<file path="config.mk">
export PLATFORM = sky130hd
export DESIGN_NAME = spi_burst_slave
export DESIGN_NICKNAME = d
export VERILOG_FILES = /design/src/rtl/spi_burst_slave.sv
export SDC_FILE = /design/constraint.sdc
export NUM_CORES = 1
export LEC_CHECK = 0
export BUFFER_PORTS_ARGS = -buffer_cell sky130_fd_sc_hd__buf_2
export CAP_MARGIN = 5
export CELL_PAD_IN_SITES_DETAIL_PLACEMENT = 1
export CELL_PAD_IN_SITES_GLOBAL_PLACEMENT = 1
export CORE_ASPECT_RATIO = 0.9
export CORE_UTILIZATION = 25
export CTS_CLUSTER_SIZE = 8
export DETAILED_ROUTE_END_ITERATION = 7
export PLACE_DENSITY = 0.54
export RECOVER_POWER = 50
export SYNTH_ARGS = -nofsm -noshare
export SYNTH_HDL_FRONTEND = slang
export SYNTH_SLANG_ARGS = --single-unit
</file>
<file path="constraint.sdc">
create_clock -name clk -period 3.61 [get_ports clk]
set_input_delay 0.722 -clock clk [delete_from_list [all_inputs] [get_ports clk]]
set_output_delay 0.722 -clock clk [all_outputs]
set_load 0.01 [all_outputs]
</file>
<file path="src/rtl/spi_burst_slave.sv">
module spi_burst_slave #(
  parameter int          ADDR_W = 16,
  parameter int          LEN_W  = 8,
  parameter int          STAT_W = 8,
  parameter logic [7:0]  RD_OP  = 8'h41,
  parameter logic [7:0]  WR_OP  = 8'h61
) (
  input  logic              clk,
  input  logic              rst_n,
  input  logic              spi_sclk,
  input  logic              spi_cs_n,
  input  logic              spi_mosi,
  output logic              spi_miso,
  output logic              spi_miso_oe,
  input  logic [STAT_W-1:0] status_byte,
  output logic              bus_req,
  output logic              bus_we,
  output logic [ADDR_W-1:0] bus_addr,
  output logic [31:0]       bus_wdata,
  input  logic [31:0]       bus_rdata,
  input  logic              bus_ack,
  output logic              frame_err,
  output logic              cmd_err
);
  localparam int WORD_W = 32;
  localparam int BIT_W  = $clog2(WORD_W);
  localparam int WC_W   = LEN_W + 1;
  localparam int OP_W   = WORD_W - ADDR_W - LEN_W;

  logic sclk_q, sclk_p, cs_q, cs_p, mosi_q;
  logic [BIT_W-1:0]  bit_cnt;
  logic [WC_W-1:0]   word_cnt;
  logic [WORD_W-1:0] rx_sr, tx_sr;
  logic              skip_fall, is_rd, is_wr;
  logic [LEN_W-1:0]  len_r;
  logic [ADDR_W-1:0] cur_addr;

  wire active    = ~cs_q;
  wire sclk_rise = sclk_q & ~sclk_p;
  wire sclk_fall = ~sclk_q & sclk_p;
  wire cs_fall   = ~cs_q & cs_p;
  wire cs_rise   = cs_q & ~cs_p;
  wire word_end  = active & sclk_rise & (bit_cnt == BIT_W'(WORD_W - 1));

  wire [WORD_W-1:0] rx_word  = {rx_sr[WORD_W-2:0], mosi_q};
  wire [OP_W-1:0]   hdr_op   = rx_word[WORD_W-1 -: OP_W];
  wire [ADDR_W-1:0] hdr_addr = rx_word[LEN_W +: ADDR_W];
  wire [LEN_W-1:0]  hdr_len  = rx_word[LEN_W-1:0];
  wire              hdr_ok   = ((hdr_op == RD_OP) || (hdr_op == WR_OP)) && (hdr_len != '0);
  wire [WC_W-1:0]   want_cnt = WC_W'(len_r) + WC_W'(1);
  wire              cnt_bad  = (word_cnt == '0) ||
                               ((is_rd || is_wr) && !((bit_cnt == '0) && (word_cnt == want_cnt)));

  assign spi_miso_oe = active;
  assign spi_miso    = active & tx_sr[WORD_W-1];

  always_ff @(posedge clk or negedge rst_n) begin
    if (!rst_n) begin
      sclk_q    <= 1'b0;
      sclk_p    <= 1'b0;
      cs_q      <= 1'b1;
      cs_p      <= 1'b1;
      mosi_q    <= 1'b0;
      bit_cnt   <= '0;
      word_cnt  <= '0;
      rx_sr     <= '0;
      tx_sr     <= '0;
      skip_fall <= 1'b0;
      is_rd     <= 1'b0;
      is_wr     <= 1'b0;
      len_r     <= '0;
      cur_addr  <= '0;
      bus_req   <= 1'b0;
      bus_we    <= 1'b0;
      bus_addr  <= '0;
      bus_wdata <= '0;
      frame_err <= 1'b0;
      cmd_err   <= 1'b0;
    end else begin
      sclk_q <= spi_sclk;
      sclk_p <= sclk_q;
      cs_q   <= spi_cs_n;
      cs_p   <= cs_q;
      mosi_q <= spi_mosi;

      if (cs_fall) begin
        bit_cnt   <= '0;
        word_cnt  <= '0;
        rx_sr     <= '0;
        tx_sr     <= {status_byte, {(WORD_W-STAT_W){1'b0}}};
        skip_fall <= 1'b0;
        is_rd     <= 1'b0;
        is_wr     <= 1'b0;
        cmd_err   <= 1'b0;
      end else if (active && sclk_rise) begin
        rx_sr   <= rx_word;
        bit_cnt <= bit_cnt + BIT_W'(1);
        if (word_end) begin
          if (word_cnt != '1) word_cnt <= word_cnt + WC_W'(1);
          skip_fall <= 1'b1;
          tx_sr     <= '0;
          if (word_cnt == '0) begin
            if (hdr_ok) begin
              is_rd    <= (hdr_op == RD_OP);
              is_wr    <= (hdr_op == WR_OP);
              len_r    <= hdr_len;
              cur_addr <= hdr_addr;
              if (hdr_op == RD_OP) begin
                bus_req  <= 1'b1;
                bus_we   <= 1'b0;
                bus_addr <= hdr_addr;
              end
            end else begin
              cmd_err <= 1'b1;
            end
          end else if (is_wr && (word_cnt <= WC_W'(len_r))) begin
            bus_req   <= 1'b1;
            bus_we    <= 1'b1;
            bus_addr  <= cur_addr;
            bus_wdata <= rx_word;
          end else if (is_rd && (word_cnt < WC_W'(len_r))) begin
            bus_req  <= 1'b1;
            bus_we   <= 1'b0;
            bus_addr <= cur_addr;
          end
        end
      end else if (active && sclk_fall) begin
        if (skip_fall) skip_fall <= 1'b0;
        else           tx_sr     <= {tx_sr[WORD_W-2:0], 1'b0};
      end

      if (cs_rise && cnt_bad) frame_err <= 1'b1;

      if (bus_req && bus_ack) begin
        bus_req  <= 1'b0;
        cur_addr <= cur_addr + ADDR_W'(4);
        if (!bus_we) tx_sr <= bus_rdata;
      end
    end
  end
endmodule

</file>
==> flow_metrics.tcl <==
set metrics [dict create \
    synth-seq-cells 161 \
    route.vias.total 5544 \
    hold_class "input pin to flop" \
    finalSetupViolations 0 \
    leakage_nw 4.29 \
    synth_top_cell_by_area "dfrtp_1" \
    fin_util_pct 30.6 \
    multi_input_area_mm2 0.00334 \
    worstPathArrival_ps 3430 \
    p_comb_share_pct 4.0 \
    ys_seq_area_share_pct 53.2 \
    drtAntennaViolNets 0 \
    synthArstFlopShare_pct 100 \
    final.setup.tns_ps 0 \
    synth_area_leaders "dfrtp_1 (53%), mux2_2 (5.6%), mux2_1 (5.5%)" \
    synth_top_area_share_pct 52.5 \
    internal_power_mw 2.83 \
    synth_ff_type "dfrtp_1" \
    fin_ws_ps 521 \
    start_kind "flop" \
    period_share_pct 85.6 \
    worst_slew_pin_slew_ps 2600 \
    power_mw 3.84 \
    grt_overflow 0 \
    vias_per_cell 4.70 \
    min_delay_path_depth 1 \
    seqPwrFrac_pct 48.0 \
    wl_per_cell_um 17.1 \
    slew_viol_final 90 \
    grt_use_total_pct 13.8 \
    io-pin-count 100 \
    ctsResizeCount 0 \
    postCtsSetupRepairBufs 0 \
    chipWidth_um 186 \
    synth_edf_count 0 \
    cts_hold_buf 0 \
    cp_max_fo 35 \
    synthesis.nets 726 \
    status "finished, violations left" \
    drc 0 \
    fin_skew_ps 19.3 \
    cts_sinks 161 \
    numPortBuffers 99 \
    dpl-instance-area_mm2 0.00857 \
    n_fill_cell 3378 \
    ys_types 58 \
    regArea_mm2 0.00403 \
    end_kind "flop" \
    start_util_pct 25.4 \
    syn_avg_cell_area_um2 11.4 \
    vdd_drop_max_uv 269 \
    power_density_mw_per_mm2 420 \
    drv_cap 2 \
    design_area_mm2 0.00913 \
    clkLatencyLatePin_ps 430 \
    clockPowerShare_pct 48.0 \
    wl_mm 20.1 \
    required_ps 3950 \
    netlist_area_mm2 0.00758 \
    cts_tree "built" \
    violations "max-capacitance violations, max-slew violations" \
    timing.fmax_mhz 324 \
    die_height_um 167 \
    switching_share_pct 26.2 \
    timing.final.hold_violations 0 \
    drt_iter0_markers 291 \
    antenna_cells 0 \
    drive_above_1_share_pct 23.0 \
    fin_cells 1180 \
    cts_buffer_depth 2 \
    design.core.area_mm2 0.0299 \
    crit_type "flop to flop" \
    grt_pass1_wl_mm 33.9 \
    dp_hpwl_mm 13.7 \
    htree_num_levels 4 \
    cts-root-buf "clkbuf_16" \
    gp_congestion 0.780 \
    rsz0062_at_grt "no" \
    hold_slack_ps 400 \
    yosysWarnings 0 \
    slew_headroom_pct -73.7 \
    cts.reportedPaths.clkPinSlew_ps 70 \
    antenna_found_initial 0 \
    dp_slack_ps 596 \
    grt_pass1_vias 6060 \
    r2r_cells 5 \
    grt_max_degree 58 \
    dr.pass1.iters 6 \
    dp_cells 1148 \
    fp-row-count 60 \
    area_growth_pct 20.5 \
    fin_crit_ps 3090 \
    p_sw_mw 1.00 \
    die_area_mm2 0.0310 \
    layout.nets 826 \
    cts_made_buffers 17 \
    synth_cells 664 \
]
## power by group through the flow
stage / clock network, mW / registers, mW / logic [mW]
5_1_grt: 1.97 / 1.84 / 0.174
3_5_place_dp: 0 / 1.88 / 0.162
3_3_place_gp: 0 / 1.88 / 0.161
2_1_floorplan: 0 / 1.87 / 0.0699
4_1_cts: 1.90 / 1.84 / 0.162
6_report: 1.84 / 1.84 / 0.154
## cells in the mapped netlist, drive strengths merged, types with 2 or more instances
cell    instances
nand4           8
dfstp           2
a211oi          5
inv            19
nand3          12
nor4b           5
mux2           75
dfrtp         159
mux2i          25
buf            11
nor3            8
nor3b           2
and4            2
nor2b           5
and2            5
or4             3
and3            6
nor4            4
a21oi          15
nand2          66
clkbuf         21
o21ai          50
o22ai           5
nor2           42
or3             5
o31ai           2
a22o           34
o211ai          2
a221oi          8
a21o            2
xor2           11
o21bai          2
xnor2           9
a31oi           3
ha             16
a221o           2
o311ai          2
## metal layers
layer	track usage, %	up-vias	share of wire (%)
met2	21.0	57	45
met3	2.39	12	2.3
met1	20.2	2866	51
li1	-	2609	-
met5	0	-	0
met4	3.67	0	0.98
## cell usage in the layout, fill, tap and decap left out, types with 5 or more instances in the layout
master | Yosys | routed
a211oi_1 | 5 | 5
a21oi_1 | 15 | 15
a221oi_1 | 8 | 8
a22o_1 | 34 | 34
and2_1 | 5 | 5
and3_1 | 6 | 6
buf_2 | 7 | 87
buf_4 | 0 | 11
clkbuf_1 | 21 | 13
clkbuf_16 | 0 | 17
dfrtp_1 | 159 | 159
ha_1 | 16 | 16
inv_1 | 19 | 19
inv_8 | 0 | 6
mux2_1 | 37 | 37
mux2_2 | 38 | 38
mux2i_1 | 25 | 25
nand2_1 | 66 | 66
nand3_1 | 12 | 12
nand4_1 | 8 | 8
nor2_1 | 42 | 41
nor2b_1 | 5 | 5
nor3_1 | 7 | 7
o21ai_0 | 49 | 50
o22ai_1 | 5 | 5
or3_1 | 5 | 5
xnor2_1 | 9 | 9
xor2_1 | 11 | 11
## critical path, stage by stage, from the launching register on
cell and delay [ps]:
dfstp_1 930, inv_1 160, o21ai_0 110, clkbuf_1 1370
o21ai_0 270, o21ai_0 150
## registers in the layout, indices dropped and copies added (netlist names), 5 cells and up
register	count
rx_sr	31
bit_cnt	5
len_r	8
tx_sr	32
bus_wdata	32
cur_addr	16
bus_addr	16
word_cnt	9
## layout make-up
cell class / count / share of cell area, %
sequential: 161 / 44.1
multi-input combinational: 452 / 36.5
timing repair buffer: 113 / 6.54
tap: 403 / 5.52
clock buffer: 18 / 4.81
clock inverter: 14 / 1.67
inverter: 19 / 0.781
## cell families (layout without fill, tap and decap cells)
| kind of cell | count (synthesis) | in the layout | share of synthesized area (%) |
|---|---|---|---|
| DFF | 161 | 161 | 53.2 |
| buffers and inverters | 51 | 164 | 2.94 |
| muxes | 100 | 100 | 14.4 |
| xor gates and xnor gates | 20 | 20 | 2.31 |
| adders and majority gates | 16 | 16 | 2.64 |
| and+or+nand+nor | 179 | 179 | 11.9 |
| AOI/OAI and AO/OA | 137 | 137 | 12.6 |
## path summary, 6_finish.rpt
kind / startpoint / to / slack, ps
max reg2reg: cs_q / bit_cnt[2] / 520
max in group asynchronous: rst_n / cs_q / 870
min: spi_mosi / mosi_q / 400
min in group asynchronous: rst_n / tx_sr[9] / 1210
min reg2reg: cur_addr[0] / cur_addr[0] / 470
max: cs_q / bit_cnt[2] / 520
No activity file was read; power rests on OpenSTA's default activity.
